`config.mk`:
```
export PLATFORM = sky130hd
export DESIGN_NAME = asram_ctl
export DESIGN_NICKNAME = d
export VERILOG_FILES = /design/src/rtl/asram_pkg.sv /design/src/rtl/asram_phase_timer.sv /design/src/rtl/asram_seq.sv /design/src/rtl/asram_datapath.sv /design/src/rtl/asram_pin_decode.sv /design/src/rtl/asram_ctl.sv
export SDC_FILE = /design/constraint.sdc
export NUM_CORES = 1
export LEC_CHECK = 0
export CORE_MARGIN = 4
export CORE_UTILIZATION = 43
export CTS_BUF_LIST = sky130_fd_sc_hd__clkbuf_4
export CTS_CLUSTER_DIAMETER = 120
export CTS_CLUSTER_SIZE = 14
export DETAILED_ROUTE_END_ITERATION = 7
export PLACE_DENSITY = 0.78
export SLEW_MARGIN = 5
export SYNTH_ARGS = -nofsm -noshare
export SYNTH_HDL_FRONTEND = slang
export SYNTH_SLANG_ARGS = --single-unit
```
`constraint.sdc`:
```
create_clock -name clk -period 1.9 [get_ports clk]
set_input_delay 0.38 -clock clk [delete_from_list [all_inputs] [get_ports clk]]
set_output_delay 0.38 -clock clk [all_outputs]
set_load 0.05 [all_outputs]
```
`src/rtl/asram_pkg.sv`:
```
package asram_pkg;

  typedef enum logic [2:0] {
    ST_IDLE = 3'd0,
    ST_WSET = 3'd1,
    ST_WPUL = 3'd2,
    ST_WHLD = 3'd3,
    ST_RACC = 3'd4
  } phase_t;

  // nanoseconds to clock cycles, rounded up, never below one
  function automatic int unsigned ns_to_cyc(input int unsigned ns, input int unsigned clk_ns);
    int unsigned c;
    c = ns / clk_ns + (((ns % clk_ns) != 0) ? 1 : 0);
    return (c == 0) ? 1 : c;
  endfunction

  function automatic int unsigned max2(input int unsigned a, input int unsigned b);
    return (a > b) ? a : b;
  endfunction

  // strobe-low cycles: covers both the pulse width and the data setup
  function automatic int unsigned pulse_cyc(input int unsigned pwe, input int unsigned sd,
                                            input int unsigned clk_ns);
    return max2(ns_to_cyc(pwe, clk_ns), ns_to_cyc(sd, clk_ns));
  endfunction

  // address-before-strobe cycles so that address-to-end reaches the limit
  function automatic int unsigned setup_cyc(input int unsigned aw, input int unsigned pwe,
                                            input int unsigned sd, input int unsigned clk_ns);
    int unsigned a;
    int unsigned p;
    a = ns_to_cyc(aw, clk_ns);
    p = pulse_cyc(pwe, sd, clk_ns);
    return (a > p + 1) ? (a - p) : 1;
  endfunction

  // cycles after the strobe rises, padding the whole write to the cycle limit
  function automatic int unsigned hold_cyc(input int unsigned wc, input int unsigned aw,
                                           input int unsigned pwe, input int unsigned sd,
                                           input int unsigned clk_ns);
    int unsigned used;
    int unsigned w;
    used = setup_cyc(aw, pwe, sd, clk_ns) + pulse_cyc(pwe, sd, clk_ns);
    w = ns_to_cyc(wc, clk_ns);
    return (w > used + 1) ? (w - used) : 1;
  endfunction

  function automatic int unsigned read_cyc(input int unsigned aa, input int unsigned rc,
                                           input int unsigned doe, input int unsigned clk_ns);
    return max2(max2(ns_to_cyc(aa, clk_ns), ns_to_cyc(rc, clk_ns)), ns_to_cyc(doe, clk_ns));
  endfunction

endpackage

```
`src/rtl/asram_phase_timer.sv`:
```
module asram_phase_timer #(
  parameter int unsigned CNT_W = 3
) (
  input  logic             clk,
  input  logic             rst_n,
  input  logic             load,
  input  logic [CNT_W-1:0] load_val,
  output logic             expired
);
  logic [CNT_W-1:0] cnt;

  always_ff @(posedge clk or negedge rst_n) begin
    if (!rst_n)            cnt <= '0;
    else if (load)         cnt <= load_val;
    else if (cnt != '0)    cnt <= cnt - 1'b1;
  end

  assign expired = (cnt == '0);
endmodule

```
`src/rtl/asram_seq.sv`:
```
module asram_seq
  import asram_pkg::*;
#(
  parameter int unsigned SU_CYC = 1,
  parameter int unsigned WE_CYC = 1,
  parameter int unsigned HD_CYC = 1,
  parameter int unsigned RD_CYC = 1,
  parameter int unsigned CNT_W  = 3
) (
  input  logic             clk,
  input  logic             rst_n,
  input  logic             req,
  input  logic             req_wr,
  input  logic             phase_end,
  output phase_t           phase,
  output logic             tmr_load,
  output logic [CNT_W-1:0] tmr_val,
  output logic             accept,
  output logic             capture,
  output logic             done,
  output logic             drive_data
);
  phase_t state, nxt;
  logic   hold_first;

  always_comb begin
    nxt      = state;
    tmr_load = 1'b0;
    tmr_val  = '0;
    accept   = 1'b0;
    capture  = 1'b0;
    case (state)
      ST_IDLE: if (req) begin
        accept   = 1'b1;
        tmr_load = 1'b1;
        if (req_wr) begin
          nxt     = ST_WSET;
          tmr_val = CNT_W'(SU_CYC - 1);
        end else begin
          nxt     = ST_RACC;
          tmr_val = CNT_W'(RD_CYC - 1);
        end
      end
      ST_WSET: if (phase_end) begin
        nxt      = ST_WPUL;
        tmr_load = 1'b1;
        tmr_val  = CNT_W'(WE_CYC - 1);
      end
      ST_WPUL: if (phase_end) begin
        nxt      = ST_WHLD;
        tmr_load = 1'b1;
        tmr_val  = CNT_W'(HD_CYC - 1);
      end
      ST_WHLD: if (phase_end) nxt = ST_IDLE;
      ST_RACC: if (phase_end) begin
        nxt     = ST_IDLE;
        capture = 1'b1;
      end
      default: nxt = ST_IDLE;
    endcase
  end

  always_ff @(posedge clk or negedge rst_n) begin
    if (!rst_n) begin
      state      <= ST_IDLE;
      hold_first <= 1'b0;
      done       <= 1'b0;
    end else begin
      state      <= nxt;
      hold_first <= (state == ST_WPUL) && phase_end;
      done       <= ((state == ST_WHLD) || (state == ST_RACC)) && phase_end;
    end
  end

  assign phase      = state;
  assign drive_data = (state == ST_WPUL) || ((state == ST_WHLD) && hold_first);
endmodule

```
`src/rtl/asram_datapath.sv`:
```
module asram_datapath #(
  parameter int unsigned ADDR_W = 17,
  parameter int unsigned DATA_W = 8
) (
  input  logic              clk,
  input  logic              rst_n,
  input  logic              accept,
  input  logic              capture,
  input  logic [ADDR_W-1:0] in_addr,
  input  logic [DATA_W-1:0] in_wdata,
  input  logic [DATA_W-1:0] bus_in,
  output logic [ADDR_W-1:0] addr_q,
  output logic [DATA_W-1:0] wdata_q,
  output logic [DATA_W-1:0] rdata_q
);
  always_ff @(posedge clk or negedge rst_n) begin
    if (!rst_n) begin
      addr_q  <= '0;
      wdata_q <= '0;
    end else if (accept) begin
      addr_q  <= in_addr;
      wdata_q <= in_wdata;
    end
  end

  always_ff @(posedge clk or negedge rst_n) begin
    if (!rst_n)       rdata_q <= '0;
    else if (capture) rdata_q <= bus_in;
  end
endmodule

```
`src/rtl/asram_pin_decode.sv`:
```
module asram_pin_decode
  import asram_pkg::*;
(
  input  phase_t phase,
  input  logic   drive_data,
  output logic   ready,
  output logic   ce_n,
  output logic   ce,
  output logic   oe_n,
  output logic   we_n,
  output logic   dq_oe
);
  logic sel;

  always_comb begin
    sel   = (phase != ST_IDLE);
    ready = !sel;
    ce_n  = !sel;
    ce    = sel;
    oe_n  = (phase != ST_RACC);
    we_n  = (phase != ST_WPUL);
    dq_oe = drive_data;
  end
endmodule

```
`src/rtl/asram_ctl.sv`:
```
module asram_ctl
  import asram_pkg::*;
#(
  parameter int unsigned ADDR_W = 17,
  parameter int unsigned DATA_W = 8,
  parameter int unsigned CLK_NS = 4,
  parameter int unsigned T_WC   = 25,
  parameter int unsigned T_AW   = 20,
  parameter int unsigned T_PWE  = 15,
  parameter int unsigned T_SD   = 12,
  parameter int unsigned T_RC   = 25,
  parameter int unsigned T_AA   = 25,
  parameter int unsigned T_DOE  = 9
) (
  input  logic              clk,
  input  logic              rst_n,
  input  logic              host_req,
  input  logic              host_wr,
  input  logic [ADDR_W-1:0] host_addr,
  input  logic [DATA_W-1:0] host_wdata,
  output logic              host_ready,
  output logic              host_done,
  output logic [DATA_W-1:0] host_rdata,
  output logic [ADDR_W-1:0] mem_addr,
  output logic [DATA_W-1:0] mem_dq_out,
  input  logic [DATA_W-1:0] mem_dq_in,
  output logic              mem_dq_oe,
  output logic              mem_ce_n,
  output logic              mem_ce,
  output logic              mem_oe_n,
  output logic              mem_we_n
);
  localparam int unsigned WE_CYC = pulse_cyc(T_PWE, T_SD, CLK_NS);
  localparam int unsigned SU_CYC = setup_cyc(T_AW, T_PWE, T_SD, CLK_NS);
  localparam int unsigned HD_CYC = hold_cyc(T_WC, T_AW, T_PWE, T_SD, CLK_NS);
  localparam int unsigned RD_CYC = read_cyc(T_AA, T_RC, T_DOE, CLK_NS);
  localparam int unsigned MAX_CYC = max2(max2(WE_CYC, SU_CYC), max2(HD_CYC, RD_CYC));
  localparam int unsigned CNT_W  = (MAX_CYC < 2) ? 1 : $clog2(MAX_CYC);

  phase_t           phase;
  logic             tmr_load;
  logic [CNT_W-1:0] tmr_val;
  logic             phase_end;
  logic             accept;
  logic             capture;
  logic             drive_data;
  logic             req_gated;

  assign req_gated = host_req;

  asram_phase_timer #(.CNT_W(CNT_W)) u_timer (
    .clk      (clk),
    .rst_n    (rst_n),
    .load     (tmr_load),
    .load_val (tmr_val),
    .expired  (phase_end)
  );

  asram_seq #(
    .SU_CYC (SU_CYC),
    .WE_CYC (WE_CYC),
    .HD_CYC (HD_CYC),
    .RD_CYC (RD_CYC),
    .CNT_W  (CNT_W)
  ) u_seq (
    .clk        (clk),
    .rst_n      (rst_n),
    .req        (req_gated),
    .req_wr     (host_wr),
    .phase_end  (phase_end),
    .phase      (phase),
    .tmr_load   (tmr_load),
    .tmr_val    (tmr_val),
    .accept     (accept),
    .capture    (capture),
    .done       (host_done),
    .drive_data (drive_data)
  );

  asram_datapath #(.ADDR_W(ADDR_W), .DATA_W(DATA_W)) u_dp (
    .clk      (clk),
    .rst_n    (rst_n),
    .accept   (accept),
    .capture  (capture),
    .in_addr  (host_addr),
    .in_wdata (host_wdata),
    .bus_in   (mem_dq_in),
    .addr_q   (mem_addr),
    .wdata_q  (mem_dq_out),
    .rdata_q  (host_rdata)
  );

  asram_pin_decode u_pins (
    .phase      (phase),
    .drive_data (drive_data),
    .ready      (host_ready),
    .ce_n       (mem_ce_n),
    .ce         (mem_ce),
    .oe_n       (mem_oe_n),
    .we_n       (mem_we_n),
    .dq_oe      (mem_dq_oe)
  );
endmodule

```
After elaboration in Yosys (flattened, before gate mapping)
Index checks and enable logic that the tools add are counted.
{"block": "classes", "n_eq_ne": 10, "n_mux": 18, "n_reduce_logical": 14, "n_addsub": 1}
{"cell": "two-way mux 3 bit", "count": 9}
{"cell": "case mux 3 bit (4 select lines)", "count": 1}
{"cell": "case mux 3 bit (3 select lines)", "count": 1}
{"cell": "equality test 3 x 2 -> 1 bit (second input constant)", "count": 2}
{"cell": "zero test 3 bit", "count": 2}
{"cell": "!= test 2 x 1 -> 1 bit (second input constant)", "count": 3}
{"cell": "nonzero test 3 bit", "count": 2}
{"cell": "two-way mux 1 bit", "count": 5}
{"cell": "AND reduction 4 bit", "count": 1}
{"cell": "OR reduction 2 bit", "count": 2}
{"cell": "equality test 3 x 1 -> 1 bit (second input constant)", "count": 1}
{"cell": "equality test 3 bit (second input constant)", "count": 1}
{"cell": "logical AND 1 bit", "count": 3}
{"cell": "!= test 3 x 2 -> 1 bit (second input constant)", "count": 1}
{"cell": "!= test 3 bit (second input constant)", "count": 1}
{"cell": "subtractor 3 x 1 -> 3 bit (second input constant)", "count": 1}
{"cell": "logical OR 1 bit", "count": 2}
{"cell": "two-way mux 2 bit", "count": 1}
{"cell": "!= test 2 bit (second input constant)", "count": 1}
{"cell": "case mux 1 bit (2 select lines)", "count": 1}
{"cell": "nonzero test 2 bit", "count": 1}
{"cell": "zero test 1 bit", "count": 1}
{"block": "totals", "output_inout_bits": 40, "input_bits": 37, "reg_bits": 41, "elab_cells": 50}

Longest topological paths before layout
{"block": "logic_depth", "ltp_word": 4, "ltp_mapped": 6, "depth_no_buf": 5}

Hierarchy
A second synthesis with hierarchy kept.
{"block": "unflattened", "cells_unflattened": 133, "hier_area_um2": 1930.6}
{"mod": "asram_datapath", "seq_area_each_um2": 825.8, "n_inst": 1, "area_per_inst_um2": 1328.8, "cells_per_inst": 70}
{"mod": "asram_seq", "seq_area_each_um2": 125.1, "n_inst": 1, "area_per_inst_um2": 357.8, "cells_per_inst": 36}
{"mod": "asram_phase_timer", "seq_area_each_um2": 75.1, "n_inst": 1, "area_per_inst_um2": 200.2, "cells_per_inst": 21}
{"mod": "asram_pin_decode", "seq_area_each_um2": 0.0, "n_inst": 1, "area_per_inst_um2": 43.8, "cells_per_inst": 6}

Least setup slack after synthesis
No wires, ideal clock.
{"block": "synth_timing", "path_kind": "flip-flop to output port", "start": "register u_seq.state[1] (netlist: u_seq.phase[1])", "end": "output mem_ce", "arrival_time_ps": 2491, "stages_incl_launch_ff": 4, "path_buffers": 1, "setup_slack_ps": -971, "required_ps": 1520, "cell_sequence": "dfrtp_1 > clkbuf_1 > nor3_1 > inv_1"}
{"block": "synth_via", "elab_chain_cells": 1}
{"item": "from (decl)", "line": "asram_seq.sv:23", "rtl": "phase_t state, nxt;"}
{"item": "from (signal assigned)", "line": "asram_seq.sv:69", "rtl": "state <= nxt;"}
{"item": "nonzero test 3 bit", "line": "asram_pin_decode.sv:16", "rtl": "sel = (phase != ST_IDLE);"}
{"item": "to (decl)", "line": "asram_ctl.sv:29", "rtl": "output logic mem_ce,"}
Every way passes these cells.

Worst setup path in the final report
{"block": "layout_timing", "start": "register u_seq.state[0] (netlist: u_seq.phase[0])", "end": "output host_ready"}
{"block": "layout_via", "elab_chain_cells": 2}
{"item": "nonzero test 3 bit", "line": "asram_pin_decode.sv:16"}
{"item": "zero test 1 bit", "line": "asram_pin_decode.sv:17", "rtl": "ready = !sel;"}
{"item": "to (decl)", "line": "asram_ctl.sv:21", "rtl": "output logic host_ready,"}
Every way passes these cells.

==> flow_metrics.env <==
export IMPL_slew_headroom=0.648
export IMPL_drcViolationCount=0
export IMPL_cp_cell_sequence="buf_6 -> nor3_4 -> buf_6 -> buf_12"
export IMPL_grt_max_degree=30
export IMPL_grt_pass1_wl_microns=6840
export IMPL_maxCapViolCount=0
export IMPL_synth_seq_cells=41
export IMPL_synthToLayoutAreaGrowth_pct=60.8
export IMPL_portBuffers=76
export IMPL_worst_ep_required_time_ns=1.52
export IMPL_grt_pass1_vias=1385
export IMPL_clk_pin_slew_ns=0.12
export IMPL_fin_util=0.714
export IMPL_wl_microns=4290
export IMPL_worstSetupEndpointType="output pin"
export IMPL_cp_depth=4
export IMPL_synth_edf_count=0
export IMPL_io_pins=77
export IMPL_syn_inst=129
export IMPL_r2r_cells=5
export IMPL_worst_pin_slew_ns=0.527
export IMPL_synthTopCellsByArea="dfrtp_1, mux2_2, mux2_4"
export IMPL_worst_path_buf_inv=3
export IMPL_syn_area_sq_um=1780
export IMPL_dr_pass1_iters=4
export IMPL_regArea_sq_um=1030
export IMPL_fillers=288
export IMPL_grt_usage=0.169
export IMPL_vias_per_cell=4.99
export IMPL_die_area_sq_um=5220
export IMPL_setup_viol=0
export IMPL_crit_fanout=6
export IMPL_cts_sinks=41
export IMPL_root_buffer="clkbuf_4"
export IMPL_startpoint_type="register"
export IMPL_ys_types=34
export IMPL_status="finished clean"
export IMPL_core_area_sq_um=4000
export IMPL_path_class="register to output pin"
export IMPL_gp_congestion=0.842
export IMPL_cts_tree="done"
export IMPL_async_flop_share=1.00
export IMPL_slowest_delay_ns=0.47
export IMPL_cts_made_buffers=5
export IMPL_htreeDepth=2
export IMPL_setup_ws_ns=0.0650
export IMPL_seq_area_frac_synth=0.578
export IMPL_die_w_microns=72.3
export IMPL_synth_net_count=168
export IMPL_start_util=0.444
export IMPL_crit_start="u_seq.phase[0]"
export IMPL_syn_avg_cell_area_sq_um=13.8
export IMPL_critPathTopFamily="flip-flops"
export IMPL_nets=260
export IMPL_antenna_cells=0
export IMPL_hold_path_class="input pin to asynchronous set/reset pin"
export IMPL_hold_viol=0
export IMPL_multi_input_area_sq_um=711
export IMPL_vias=1358
export IMPL_period_needed_ns=1.83
export IMPL_synth_top_area_frac=0.578
export IMPL_clock_fmax_mhz=545
export IMPL_period_share=0.966
export IMPL_dieHeight_microns=72.3
export IMPL_instances_no_fill=272
export IMPL_ys_dominant_reg_cell="dfrtp_1"
export IMPL_arrival_ns=1.45
export IMPL_critPathSlowestCell="dfrtp_2"
export IMPL_drtIter0Drc=53
export IMPL_placed_cells=256
export IMPL_fin_skew_ns=0.00590
export IMPL_ys_warn_count=0
export IMPL_pre_cts_ws_ns=-0.0950
export IMPL_drtAntennaViolNets=0
export IMPL_cts_buffer_depth=2
export IMPL_wl_per_cell_microns=15.8
export IMPL_clk_latency_ns=0.34
export IMPL_dpl_hpwl_microns=3190
export IMPL_r2r_start="u_seq.phase[0]"
export IMPL_yosysTopAreaCell="dfrtp_1"
export IMPL_antenna_found_initial=0
export IMPL_path_common_cell="buf_6"
export IMPL_drive_above_1_share=0.329
export IMPL_rows=23
export IMPL_overflow=0
export IMPL_report_final_slew_viol_count=0
==> cells in the mapped netlist, types with 2 or more instances <==
| library cell | count |
|---|---|
| ha_1 | 2 |
| nand2_1 | 4 |
| nor2b_1 | 3 |
| nand3_1 | 2 |
| nor3_1 | 3 |
| a21oi_1 | 2 |
| mux2_2 | 27 |
| buf_4 | 2 |
| dfrtp_1 | 41 |
| or3b_2 | 2 |
| clkbuf_1 | 4 |
| inv_1 | 5 |
| mux2_4 | 6 |
| nor2_1 | 4 |
| nand3b_1 | 3 |
==> repair_timing <==
action	4_1_cts	5_1_grt
resized for setup	26	17
hold buffers	1	0
setup endpoints to repair	25	17
pin swaps	1	2
buffers inserted	1	6
hold endpoints to repair	16	0
==> stage by stage <==
stage | hold slack (ns) | cell area, sq um | setup TNS, ns
6_report | 0.491 | 2860 | 0
3_3_place_gp | 0.316 | 2670 | -1.23
3_5_place_dp | 0.324 | 2670 | -1.92
4_1_cts | 0.497 | 2760 | -0.0351
2_1_floorplan | 0.0844 | 1790 | -0.0136
5_1_grt | 0.515 | 2860 | -0.0402
==> final timing paths <==
path	endpoint	slack (ns)
max in group asynchronous	u_dp.addr_q[9]	0.77
setup reg to reg	u_timer.cnt[1]	0.13
setup / recovery	host_ready	0.07
hold / removal	u_dp.rdata_q[0]	0.49
min in group clk	u_seq.phase[2]	0.51
hold reg to reg	u_seq.phase[2]	0.51
==> layout make-up <==
type / instances / area share
Multi-Input combinational cell: 75 / 0.249
Sequential cell: 41 / 0.360
Clock inverter: 3 / 0.0145
Inverter: 5 / 0.00657
Tap cell: 50 / 0.0219
Timing Repair Buffer: 93 / 0.335
Clock buffer: 5 / 0.0131
==> registers in the layout (all words and copies together), names as in the netlist <==
| register | count |
|---|---|
| u_dp.wdata_q | 8 |
| u_dp.addr_q | 17 |
| u_timer.cnt | 3 |
| u_seq.phase | 3 |
| u_seq.hold_first | 1 |
| u_seq.done | 1 |
| u_dp.rdata_q | 8 |
==> layout by cell type, fill, tap and decap left out, types with 4 or more instances in the layout <==
master and n:
buf_4 14, dfrtp_1 39, clkbuf_4 5, dlymetal6s2s_1 12, buf_6 4, buf_12 5, nand2_1 4, clkdlybuf4s50_1 35
mux2_2 27, inv_1 5, dlygate4sd2_1 20, mux2_4 6
==> kinds of logic (layout without fill, tap and decap cells) <==
kind of cell | count (synthesis) | count (layout) | share of synthesized area
compound gates | 12 | 12 | 0.0529
flops | 41 | 41 | 0.578
fa+ha+maj | 2 | 2 | 0.0141
buf+inv | 13 | 106 | 0.0366
mux | 34 | 34 | 0.228
simple gates | 25 | 25 | 0.0810
xor+xnor | 2 | 2 | 0.00987
==> layer usage <==
layer  track usage  wire, microns  vias up
li1              -              -      642
met1         0.223           1760      649
met2         0.264           2080       60
met3        0.0651            394        7
met4        0.0438             53        0
met5             0              0        -
Power is not shown: default switching activity piles up to over one toggle a cycle in this logic, so the estimate is an artifact.
